`src/rtl/lsg_pkg.sv`:
```
package lsg_pkg;
  typedef enum logic [1:0] {
    OP_HOLD = 2'd0,
    OP_INC  = 2'd1,
    OP_ADD  = 2'd2,
    OP_CLR  = 2'd3
  } tallyOp_e;

  typedef struct packed {
    logic cmpEn;
    logic injAll;
    logic injSecond;
  } guardStrb_t;
endpackage

```
`src/rtl/delay_line.sv`:
```
module delay_line #(
  parameter int WD = 8,
  parameter int N  = 2
) (
  input  logic          clk,
  input  logic          rstN,
  input  logic [WD-1:0] din,
  output logic [WD-1:0] dout
);
  logic [WD-1:0] stage [N];

  always_ff @(posedge clk or negedge rstN) begin
    if (!rstN) stage[0] <= '0;
    else       stage[0] <= din;
  end

  for (genvar i = 1; i < N; i++) begin : g_stage
    always_ff @(posedge clk or negedge rstN) begin
      if (!rstN) stage[i] <= '0;
      else       stage[i] <= stage[i-1];
    end
  end

  assign dout = stage[N-1];
endmodule

```
`src/rtl/tally_unit.sv`:
```
module tally_unit
  import lsg_pkg::*;
#(
  parameter int W = 8
) (
  input  logic         clk,
  input  logic         rstN,
  input  logic [1:0]   cmd,
  input  logic [W-1:0] dataIn,
  output logic [W-1:0] accQ,
  output logic         ovfQ,
  output logic [1:0]   opQ
);
  logic [W:0] sum;

  always_comb begin
    case (cmd)
      OP_INC:  sum = {1'b0, accQ} + {{W{1'b0}}, 1'b1};
      OP_ADD:  sum = {1'b0, accQ} + {1'b0, dataIn};
      default: sum = {1'b0, accQ};
    endcase
  end

  always_ff @(posedge clk or negedge rstN) begin
    if (!rstN) begin
      accQ <= '0;
      ovfQ <= 1'b0;
      opQ  <= OP_HOLD;
    end else begin
      opQ <= cmd;
      if (cmd == OP_CLR) begin
        accQ <= '0;
        ovfQ <= 1'b0;
      end else begin
        accQ <= sum[W-1:0];
        ovfQ <= ovfQ | sum[W];
      end
    end
  end

  AST_OVF_HOLD: assert property (@(posedge clk) disable iff (!rstN)
    (ovfQ && cmd != OP_CLR) |=> ovfQ);
endmodule

```
`src/rtl/lockstep_dp.sv`:
```
module lockstep_dp
  import lsg_pkg::*;
#(
  parameter int W    = 8,
  parameter int DLY  = 2,
  parameter int VW   = W + 3,
  parameter int SELW = $clog2(VW)
) (
  input  logic            clk,
  input  logic            rstN,
  input  logic [1:0]      cmd,
  input  logic [W-1:0]    dataIn,
  input  guardStrb_t      strb,
  input  logic [SELW-1:0] injBit,
  output logic [W-1:0]    accOut,
  output logic            ovfOut,
  output logic [1:0]      diffRaw
);
  localparam int IW = W + 2;

  logic [W-1:0]  accM, accS;
  logic          ovfM, ovfS;
  logic [1:0]    opM, opS;
  logic [IW-1:0] inDly;
  logic [VW-1:0] mainVec, mainDly, shadowVec, injMask;

  tally_unit #(.W(W)) u_main (
    .clk(clk), .rstN(rstN), .cmd(cmd), .dataIn(dataIn),
    .accQ(accM), .ovfQ(ovfM), .opQ(opM)
  );

  delay_line #(.WD(IW), .N(DLY)) u_inDly (
    .clk(clk), .rstN(rstN), .din({cmd, dataIn}), .dout(inDly)
  );

  tally_unit #(.W(W)) u_shadow (
    .clk(clk), .rstN(rstN), .cmd(inDly[IW-1:W]), .dataIn(inDly[W-1:0]),
    .accQ(accS), .ovfQ(ovfS), .opQ(opS)
  );

  assign mainVec   = {opM, ovfM, accM};
  assign shadowVec = {opS, ovfS, accS};

  delay_line #(.WD(VW), .N(DLY)) u_vecDly (
    .clk(clk), .rstN(rstN), .din(mainVec), .dout(mainDly)
  );

  assign injMask = VW'(1) << injBit;

  for (genvar k = 0; k < 2; k++) begin : g_cmp
    logic [VW-1:0] cmpIn;
    logic          flipHere;
    assign flipHere = strb.injAll | ((k == 1) && strb.injSecond);
    assign cmpIn    = shadowVec ^ (flipHere ? injMask : '0);
    assign diffRaw[k] = |(mainDly ^ cmpIn);
  end

  assign accOut = accM;
  assign ovfOut = ovfM;

  AST_ALIGNED: assert property (@(posedge clk) disable iff (!rstN)
    (strb.cmpEn && !strb.injAll && !strb.injSecond) |-> (diffRaw == 2'b00));
endmodule

```
`src/rtl/lockstep_ctrl.sv`:
```
module lockstep_ctrl
  import lsg_pkg::*;
#(
  parameter int DLY = 2
) (
  input  logic       clk,
  input  logic       rstN,
  input  logic       injPulse,
  input  logic       injLatent,
  input  logic       errClr,
  input  logic [1:0] diffRaw,
  output guardStrb_t strb,
  output logic       mismatchErr,
  output logic       latentErr
);
  localparam int CW = $clog2(DLY + 1);
  localparam logic [CW-1:0] ARMED_AT = CW'(DLY);

  logic [CW-1:0] warmCnt;

  always_ff @(posedge clk or negedge rstN) begin
    if (!rstN)                    warmCnt <= '0;
    else if (warmCnt != ARMED_AT) warmCnt <= warmCnt + 1'b1;
  end

  always_comb begin
    strb.cmpEn     = (warmCnt == ARMED_AT);
    strb.injAll    = injPulse & ~injLatent;
    strb.injSecond = injPulse & injLatent;
  end

  always_ff @(posedge clk or negedge rstN) begin
    if (!rstN) begin
      mismatchErr <= 1'b0;
      latentErr   <= 1'b0;
    end else if (errClr) begin
      mismatchErr <= 1'b0;
      latentErr   <= 1'b0;
    end else if (strb.cmpEn) begin
      mismatchErr <= mismatchErr | diffRaw[0] | diffRaw[1];
      latentErr   <= latentErr | (diffRaw[0] ^ diffRaw[1]);
    end
  end

  AST_MASK_QUIET: assert property (@(posedge clk) disable iff (!rstN)
    (!strb.cmpEn && !mismatchErr && !latentErr) |=> (!mismatchErr && !latentErr));
  AST_STICKY: assert property (@(posedge clk) disable iff (!rstN)
    (mismatchErr && !errClr) |=> mismatchErr);
  AST_CLEAR_WINS: assert property (@(posedge clk) disable iff (!rstN)
    errClr |=> (!mismatchErr && !latentErr));
  AST_LATENT_WITH_MISMATCH: assert property (@(posedge clk) disable iff (!rstN)
    latentErr |-> mismatchErr);
endmodule

```
`src/rtl/lockstep_guard.sv`:
```
module lockstep_guard
  import lsg_pkg::*;
#(
  parameter int W    = 8,
  parameter int DLY  = 2,
  parameter int VW   = W + 3,
  parameter int SELW = $clog2(VW)
) (
  input  logic            clk,
  input  logic            rstN,
  input  logic [1:0]      cmd,
  input  logic [W-1:0]    dataIn,
  input  logic            injPulse,
  input  logic [SELW-1:0] injBit,
  input  logic            injLatent,
  input  logic            errClr,
  output logic [W-1:0]    accOut,
  output logic            ovfOut,
  output logic            mismatchErr,
  output logic            latentErr
);
  guardStrb_t strb;
  logic [1:0] diffRaw;

  lockstep_ctrl #(.DLY(DLY)) u_ctrl (
    .clk(clk), .rstN(rstN), .injPulse(injPulse), .injLatent(injLatent),
    .errClr(errClr), .diffRaw(diffRaw), .strb(strb),
    .mismatchErr(mismatchErr), .latentErr(latentErr)
  );

  lockstep_dp #(.W(W), .DLY(DLY), .VW(VW), .SELW(SELW)) u_dp (
    .clk(clk), .rstN(rstN), .cmd(cmd), .dataIn(dataIn), .strb(strb),
    .injBit(injBit), .accOut(accOut), .ovfOut(ovfOut), .diffRaw(diffRaw)
  );
endmodule

```
`config.mk`:
```
export PLATFORM = sky130hd
export DESIGN_NAME = lockstep_guard
export DESIGN_NICKNAME = d
export VERILOG_FILES = /design/src/rtl/lsg_pkg.sv /design/src/rtl/delay_line.sv /design/src/rtl/tally_unit.sv /design/src/rtl/lockstep_dp.sv /design/src/rtl/lockstep_ctrl.sv /design/src/rtl/lockstep_guard.sv
export SDC_FILE = /design/constraint.sdc
export NUM_CORES = 1
export LEC_CHECK = 0
export ABC_AREA = 1
export BUFFER_PORTS_ARGS = -buffer_cell sky130_fd_sc_hd__buf_2
export CAP_MARGIN = 20
export CORE_MARGIN = 5
export CORE_UTILIZATION = 59
export DETAILED_ROUTE_END_ITERATION = 8
export GPL_TIMING_DRIVEN = 0
export PLACE_DENSITY_LB_ADDON = 0.1
export SLEW_MARGIN = 20
export SYNTH_ARGS = -nofsm -noshare
export SYNTH_HDL_FRONTEND = slang
export SYNTH_SLANG_ARGS = --single-unit
export TNS_END_PERCENT = 20
```
`constraint.sdc`:
```
create_clock -name clk -period 3.4 [get_ports clk]
set_input_delay 0.68 -clock clk [delete_from_list [all_inputs] [get_ports clk]]
set_output_delay 0.68 -clock clk [all_outputs]
set_load 0.01 [all_outputs]
```
==> flow_summary.toml, run 1 <==
[floorplan]
core-area_sq_um = 5440
ios = 30
start_util = 0.597
die_area_sq_um = 7080
die_x_um = 84.2
die_h_um = 84.2
rows = 27

[synth]
synth_edf_count = 0
syn_inst = 392
synth_top_area_share = 0.463
synth_most_common_cell = "nand2_1"
mappedNetlistArea_sq_um = 3240
yosysTopAreaCell = "dfrtp_1"
synth_common_cells = "nand2_1, dfrtp_1, inv_1, nor2_1, nand3_1"
yosys_warnings = 0
synthArstFlopShare = 1.00
synth_seq_cells = 60
syn_nets = 436
yosys-top-cells-area = "dfrtp_1, nand2_1, ha_1"
synth.avg_cell_area_sq_um = 8.28
synth_ff_type = "dfrtp_1"
ys_types = 27
yosysSeqAreaShare = 0.463

[power]
ir_worst_vdd_v = 0.000253
power.leakage_nw = 2.08
p_per_area_nw_per_um2 = 484
combPwrFrac = 0.194
clockPowerShare = 0.347
power.switching_w = 0.000502
switching_share = 0.283
p_int_w = 0.00127
seq_power_share = 0.459

[routing]
met3_wirelength_um = 263
firstDrtPassIters = 4
dr_wl_met2_um = 3270
drtAntennaViolNets = 0
drcViolationCount = 0
num_vias = 2579
wire_per_inst_um = 12.5
drtIter0Drc = 127
drt-met1-wl_um = 2680
routed.top_layer = "met4"
viasPerCell = 5.09
wl_um = 6340

[clocking]
cts.sinks = 60
cts.path.max_buffers = 2
numCtsBuffers = 9
cts_hold_buf = 0
cts_tree = "built"
postCtsSetupBuffers = 0
root_buffer = "clkbuf_8"
cts_max_level = 3
insertion_delay_ns = 0.32
clk_pin_slew_worst_paths_ns = 0.06
cts_resized = 0

[layout]
insertedDiodeCount = 0
drive_above_1_share = 0.133
finalNetCount = 476
fill_cells = 478
area_growth_pct = 13.2
fin_util = 0.675

[worst_setup_path]
cp_num_buf_inv = 3
crit_path_frequent_cell = "nand2_1"
critPathTopFamily = "adder cells"
critPathMaxStageDelay_ns = 0.41
critical_path_arrival_ns = 3.14
required_ns = 3.62
cp_max_fo = 8
cp-end-kind = "flip-flop"
cp_slowest_cell = "fa_1"
critical_path_class = "input port to flip-flop"
cp-start-kind = "input port"
path_cells = "buf_2 -> inv_1 -> ha_1 -> clkbuf_1 -> nand2_1 -> ha_1 -> fa_1 -> nand3_1 -> nand3_1 -> nand2_1 -> nand2_1 -> a21oi_1 -> nor2_1 -> o21ai_0 -> nand2_1 -> a21oi_1 -> nor2_1"

[global_route]
gr-usage-all-layers = 0.190
antenna_found_initial = 0
overflow = 0
grt_pass1_vias = 2491
grt_pass1_wl_um = 10900
grt_max_degree = 61

[worst_hold_path]
holdCritPathClass = "flip-flop to flip-flop"

[status]
outcome = "finished clean"

[placed_design]
io_buffers = 29
dp_hpwl_um = 4890
place.gp.congestion = 0.848

[timing]
finalHoldViolations = 0
fin_crit_ns = 2.93
relSlewSlack = 0.440
fin_worst_skew_ns = 0.00701
setup-tns-final_ns = 0
setup_violations = 0
worst_pin_slew_ns = 0.833
fmax_mhz = 342
fin_crit_sh = 0.861
rsz0062_at_grt = "no"
slew_viol_final = 0

[run]
drv_cap = 0
## cells by family after synthesis
logic type | after synthesis | share of synthesized area
flops | 60 | 0.463
compound gates | 49 | 0.0868
xor+xnor | 14 | 0.0378
fa+ha+maj | 25 | 0.101
buf+inv | 66 | 0.0787
simple gates | 178 | 0.233
## registers in the layout, indices dropped and copies added, names as in the netlist
signal and flops:
u_dp.u_vecDly.stage 10, u_dp.u_shadow.accQ 8, u_ctrl.latentErr 1, u_ctrl.warmCnt 2, u_ctrl.mismatchErr 1, u_dp.u_inDly.stage 10, u_dp.u_shadow.ovfQ 1, u_dp.u_inDly.dout 9
u_dp.u_main.accQ 8, u_dp.u_vecDly.dout 9, u_dp.u_main.ovfQ 1
## power groups by stage
stage	clock (W)	combinational, W	sequential (W)
6_report	0.000617	0.000345	0.000815
5_1_grt	0.000664	0.000394	0.000824
4_1_cts	0.000632	0.000348	0.000815
3_5_place_dp	0	0.000346	0.000828
3_3_place_gp	0	0.000338	0.000823
2_1_floorplan	0	0.000236	0.000825
## routing by layer
layer	GRT usage	vias up
met2	0.348	81
met1	0.220	1172
met4	0.0775	0
met5	0	-
li1	-	1314
met3	0.0304	12
## final timing paths
check | from | end | slack, ns | cells past startpoint
min reg2reg | u_dp.u_inDly.stage[11] | u_dp.u_inDly.dout[1] | 0.34 | 0
min | u_dp.u_inDly.stage[11] | u_dp.u_inDly.dout[1] | 0.34 | 0
max reg2reg | u_dp.u_vecDly.stage[20] | u_dp.u_shadow.ovfQ | 0.62 | 16
max | cmd[0] | u_dp.u_main.ovfQ | 0.47 | 17
max in group asynchronous | rstN | u_dp.u_inDly.dout[7] | 2.50 | 1
min in group asynchronous | rstN | u_dp.u_main.accQ[0] | 0.41 | 1
## stage by stage
stage | area (sq um) | std cells | power [W] | hold WS, ns | setup slack (ns)
after global routing | 3670 | 507 | 0.00188 | 0.351 | 0.129
after global placement | 3480 | 493 | 0.00116 | 0.332 | 0.242
after floorplan | 3240 | 392 | 0.00106 | 0.331 | 0.697
after detailed placement | 3480 | 493 | 0.00117 | 0.335 | 0.117
after CTS | 3670 | 507 | 0.00180 | 0.344 | 0.459
final | 3670 | 507 | 0.00178 | 0.345 | 0.474
## worst register-to-register path, delay by kind of cell (launching register included)
kind                       cells  cell delay, ns
AOI/OAI and AO/OA              3            0.44
adders and majority gates      3            0.82
buffers and inverters          2            0.36
DFF                            1            0.38
and+or+nand+nor                8            0.65
## cell usage in the layout, fill, tap and decap left out, drive strengths merged
cell | synthesis | routed
nand2 | 100 | 100
inv | 62 | 62
dfrtp | 60 | 60
nor2 | 45 | 45
buf | 1 | 30
nand3 | 24 | 24
ha | 23 | 23
o21ai | 22 | 22
a21oi | 15 | 15
clkbuf | 3 | 15
xnor2 | 9 | 9
xor2 | 5 | 5
a22o | 4 | 4
nor3 | 3 | 3
nand4 | 3 | 3
a21o | 2 | 2
a31oi | 2 | 2
o221ai | 2 | 2
o22ai | 2 | 2
and2 | 2 | 2
fa | 2 | 2
nand3b | 1 | 1
bufinv | 0 | 1
clkinv | 0 | 1
## cell type report
class | instances | area [sq um] | share of cell area
Tap cell | 72 | 90.1 | 0.0245
Multi-Input combinational cell | 266 | 1490 | 0.405
Clock inverter | 2 | 35.0 | 0.00954
Buffer | 4 | 22.5 | 0.00613
Sequential cell | 60 | 1500 | 0.409
Timing Repair Buffer | 29 | 148 | 0.0402
Clock buffer | 12 | 155 | 0.0422
Inverter | 62 | 233 | 0.0634
No activity file was read; power rests on OpenSTA's default activity.
==> run 2: changes to the inputs <==
Settings changed: CELL_PAD_IN_SITES_DETAIL_PLACEMENT from default to 1, CELL_PAD_IN_SITES_GLOBAL_PLACEMENT from default to 1, CORE_UTILIZATION 59 to 44, SETUP_SLACK_MARGIN from default to 0.4.
Clock period 3.4 ns to 2.79 ns, I/O delays scaled along.
==> run 2 against run 1 <==
Final area rose by 10%. Die area rose by 30%. First-iteration DRC count rose by 2.4%. Combinational power rose by 48%. Core utilization fell by 11 points. Wire length rose by 44%. Clock skew rose by 0.0032 ns. Via count rose by 8.8%. Global-route usage rose by 2.2 points. Setup slack got worse by 0.12 ns. Critical path type is now flip-flop to flip-flop. Critical endpoint is now u_dp.u_shadow.accQ[6]. Highest routed layer unchanged.
==> flow_summary.toml, run 2 (same netlist as run 1, synthesis figures left out) <==
[timing]
fin_crit_ns = 2.43
finalHoldViolations = 0
fin_crit_sh = 0.872
setup-tns-final_ns = 0
rsz0062_at_grt = "yes"
worst_pin_slew_ns = 0.847
setup_ws_ns = 0.357
relSlewSlack = 0.431
setup_violations = 0
fmax_mhz = 411
whs_ns = 0.277
fin_worst_skew_ns = 0.0102
slew_viol_final = 0

[global_route]
overflow = 0
grt_max_degree = 61
gr-usage-all-layers = 0.213
grt_pass1_vias = 3131
grt_pass1_wl_um = 14600
antenna_found_initial = 0

[clocking]
insertion_delay_ns = 0.33
root_buffer = "clkbuf_8"
cts_max_level = 3
cts.path.max_buffers = 2
cts.sinks = 60
cts_hold_buf = 0
numCtsBuffers = 9
cts_tree = "built"
clk_pin_slew_worst_paths_ns = 0.07

[layout]
mostFrequentLayoutCell = "nand2_1"
finalNetCount = 492
final_cells = 552
insertedDiodeCount = 0
final_cell_mix = "nand2_1, dfrtp_1, inv_1"
area_growth_pct = 24.6
reg_top3 = "u_dp.u_inDly.stage x10, u_dp.u_vecDly.stage x10"
drive_above_1_share = 0.234

[worst_hold_path]
holdCritPathClass = "input port to async pin"

[routing]
drtIter0Drc = 130
viasPerCell = 5.08
num_vias = 2805
routed.top_layer = "met4"
dr_wl_met2_um = 4970
met3_wirelength_um = 294
drt-met1-wl_um = 3570
drcViolationCount = 0
wire_per_inst_um = 16.5
firstDrtPassIters = 4
drtAntennaViolNets = 0
wl_um = 9120

[floorplan]
core-area_sq_um = 7210
die_h_um = 95.9
die_x_um = 95.9
ios = 30
rows = 31
die_area_sq_um = 9190
start_util = 0.450

[worst_setup_path]
critical_path_arrival_ns = 2.67
reg2reg_depth = 16
critical_path_class = "flip-flop to flip-flop"
cp_max_fo = 8
cp-end-kind = "flip-flop"
cp-start-kind = "flip-flop"
required_ns = 3.02

[placed_design]
dp_hpwl_um = 6290
dp_slack_ns = -0.119
dp.cells = 520
place.gp.congestion = 0.844
io_buffers = 29

[power]
power.leakage_nw = 2.17
finalPower_w = 0.00232
p_per_area_nw_per_um2 = 575
ir_worst_vdd_v = 0.000253

[status]
outcome = "finished clean"

[run]
drv_cap = 0
[run 2: metal layers]
metal,up-vias,GRT usage
met3,21,0.0375
met5,-,0
met2,62,0.406
met1,1369,0.227
li1,1353,-
met4,0,0.0900
[run 2: where the power goes]
group	internal [W]	switching, W	total, W
Clock	0.000463	0.000349	0.000811
Sequential	0.000939	0.0000639	0.00100
Combinational	0.000200	0.000309	0.000509
[run 2: worst max-delay path, stage by stage, from the launching register on]
cell,delay (ns)
dfrtp_1,0.39
inv_2,0.09
ha_4,0.14
clkbuf_16,0.15
nand2_8,0.05
ha_4,0.16
fa_2,0.37
nand3_2,0.08
nand3_2,0.09
nand2_2,0.10
nand2_2,0.06
a21oi_2,0.18
nor2_2,0.07
buf_4,0.13
nor2_1,0.10
nand2_1,0.07
o21ai_0,0.09
[run 2: area by class of cell]
| class | count | area, sq um |
|---|---|---|
| fill | 882 | 3170 |
| clock buffer | 13 | 159 |
| buffer | 4 | 55.1 |
| multi-input combinational | 266 | 1660 |
| sequential | 60 | 1500 |
| inverter | 62 | 233 |
| tap | 99 | 124 |
| timing repair buffer | 45 | 268 |
| clock inverter | 3 | 45.0 |
[run 2: worst paths after layout]
| kind | startpoint | to | slack [ns] |
|---|---|---|---|
| worst max-delay path | u_dp.u_vecDly.stage[20] | u_dp.u_shadow.accQ[6] | 0.36 |
| worst min-delay path | rstN | u_dp.u_shadow.accQ[0] | 0.28 |
| max in group asynchronous | rstN | u_dp.u_vecDly.dout[7] | 2.01 |
| worst min register to register | u_dp.u_inDly.stage[11] | u_dp.u_inDly.dout[1] | 0.35 |
| worst max register to register | u_dp.u_vecDly.stage[20] | u_dp.u_shadow.accQ[6] | 0.36 |
| min in group clk | dataIn[3] | u_dp.u_inDly.stage[13] | 0.35 |
[run 2: repair_timing]
item                                    in CTS  in global routing
buffers inserted                            13                  3
resized for setup                           25                 20
endpoints found under the setup margin       5                  7
pin swaps                                   12                 16
hold endpoints to repair                     0                  0
[run 2: per-stage QoR]
step	instance area, sq um	util
final	4040	0.561
after global routing	4040	0.561
after CTS	3930	0.545
after detailed placement	3530	0.489
after global placement	3530	0.489
after floorplan	3260	-
==> run 3: changes to the inputs <==
Settings changed: ABC_AREA 1 to default, CORE_UTILIZATION 44 to 48, SYNTH_HIERARCHICAL from default to 1.
==> run 3 against run 2 <==
Sequential power rose by 16%. Global-route usage decreased by 2.1 points. Via count grew 1.4%. Critical path type unchanged. Highest routed layer unchanged.
==> flow_summary.toml, run 3 <==
[routing]
firstDrtPassIters = 4
drcViolationCount = 0
wire_per_inst_um = 17.4
wl_um = 8850
viasPerCell = 5.59
num_vias = 2845
drtAntennaViolNets = 0
drtIter0Drc = 104

[synth]
yosys-top-cells-area = "dfrtp_1, ha_1, buf_4"
syn_inst = 360
yosysSeqAreaShare = 0.451
yosysTopAreaCell = "dfrtp_1"
synth_seq_cells = 68
ys_types = 53
synth.avg_cell_area_sq_um = 10.5
synth_common_cells = "dfrtp_1, ha_1, o21ai_0, buf_4"
syn_nets = 404
mappedNetlistArea_sq_um = 3780
synth_edf_count = 0
synth_top_area_share = 0.451
synth_ff_type = "dfrtp_1"
synth_most_common_cell = "dfrtp_1"
synthArstFlopShare = 1.00
yosys_warnings = 6

[worst_setup_path]
required_ns = 3.02
path_cells = "buf_4 -> inv_2 -> ha_4 -> nand2b_1 -> ha_1 -> fa_2 -> a211oi_4 -> buf_4 -> or4b_1 -> o221a_1 -> o21ai_1"
critPathTopFamily = "adder cells"
critPathMaxStageDelay_ns = 0.38
critical_path_arrival_ns = 2.59
cp_slowest_cell = "fa_2"
cp-end-kind = "flip-flop"
critical_path_class = "flip-flop to flip-flop"
cp_max_fo = 8
cp-start-kind = "flip-flop"
cp_num_buf_inv = 3
crit_path_frequent_cell = "buf_4"

[power]
power.leakage_nw = 2.02
finalPower_w = 0.00294
p_per_area_nw_per_um2 = 664
ir_worst_vdd_v = 0.000311

[clocking]
numCtsBuffers = 9
cts_max_level = 3
clk_pin_slew_worst_paths_ns = 0.07
cts.path.max_buffers = 2
insertion_delay_ns = 0.34
cts_tree = "built"
root_buffer = "clkbuf_8"
cts.sinks = 68

[layout]
area_growth_pct = 17.3
drive_above_1_share = 0.236
final_cell_mix = "dfrtp_1, buf_2, buf_4"
finalNetCount = 447
mostFrequentLayoutCell = "dfrtp_1"
insertedDiodeCount = 0
final_cells = 509
fill_cells = 871

[timing]
setup_violations = 0
fmax_mhz = 424
rsz0062_at_grt = "yes"
relSlewSlack = 0.455
slew_viol_final = 0
fin_crit_sh = 0.846
whs_ns = 0.111
setup-tns-final_ns = 0
fin_worst_skew_ns = 0.00886
worst_pin_slew_ns = 0.816
setup_ws_ns = 0.431
fin_crit_ns = 2.36
finalHoldViolations = 0

[placed_design]
dp_hpwl_um = 6540
dp.cells = 491
place.gp.congestion = 0.800
io_buffers = 28
dp_slack_ns = -0.208

[global_route]
grt_max_degree = 47
grt_pass1_vias = 3079
overflow = 0
gr-usage-all-layers = 0.191
antenna_found_initial = 0
grt_pass1_wl_um = 14800

[floorplan]
die_x_um = 98.7
ios = 30
core-area_sq_um = 7690
die_area_sq_um = 9740
die_h_um = 98.7
rows = 32
start_util = 0.491

[worst_hold_path]
holdCritPathClass = "input port to async pin"

[run]
drv_cap = 0

[status]
outcome = "finished clean"
run 3: logic make-up after synthesis:
logic type | after synthesis | share of synthesized area
AO/OA/AOI/OAI | 79 | 0.140
XOR/XNOR | 23 | 0.0533
adder cells (fa/ha/maj) | 25 | 0.0868
buffers and inverters | 41 | 0.0699
flip-flops | 68 | 0.451
multiplexers | 6 | 0.0159
AND/OR/NAND/NOR | 118 | 0.183
run 3: through the flow:
stage,utilization,cell area [sq um]
CTS,0.568,4360
finish,0.576,4430
global placement,0.526,4040
detailed placement,0.529,4070
floorplan,-,3780
global route,0.576,4430
run 3: worst paths after layout:
| check | endpoint | startpoint | slack, ns | depth (start not counted) |
|---|---|---|---|---|
| min in group clk | u_dp/u_vecDly/dout[6] | u_dp/u_vecDly/stage[17] | 0.34 | 0 |
| max in group asynchronous | u_dp/u_inDly/dout[3] | rstN | 2.16 | 2 |
| setup reg to reg | u_dp/u_shadow/accQ[6] | u_dp/u_inDly/dout[8] | 0.43 | 11 |
| hold / removal | u_dp/u_main/opQ[1] | rstN | 0.11 | 1 |
| hold reg to reg | u_dp/u_vecDly/dout[6] | u_dp/u_vecDly/stage[17] | 0.34 | 0 |
| setup / recovery | u_dp/u_shadow/accQ[6] | u_dp/u_inDly/dout[8] | 0.43 | 11 |
run 3: area by class of cell:
cell class,instances,area [sq um],area share
multi-input cells,251,1890,0.426
clock inverters,6,138,0.0311
well taps,102,128,0.0288
repair buffers,32,185,0.0418
clock buffers,9,124,0.0280
flip-flops and latches,68,1700,0.384
plain buffers,30,224,0.0506
inverters,11,41.3,0.00932
run 3: timing repair:
action	in CTS	in global routing
pin swaps	1	4
endpoints found under the setup margin	6	7
resized for setup	7	13
buffers inserted	1	2
hold buffers	0	0
run 3: power breakdown:
part / switching, W / total [W] / internal [W]
combinational: 0.000400 / 0.000726 / 0.000327
clock: 0.000369 / 0.00105 / 0.000682
sequential: 0.0000745 / 0.00116 / 0.00109
total: 0.000843 / 0.00294 / 0.00210
run 3: metal layers:
layer | track usage | routed length [um]
met2 | 0.349 | 4740
met3 | 0.0326 | 246
met5 | 0 | 0
met4 | 0.0861 | 263
met1 | 0.218 | 3600
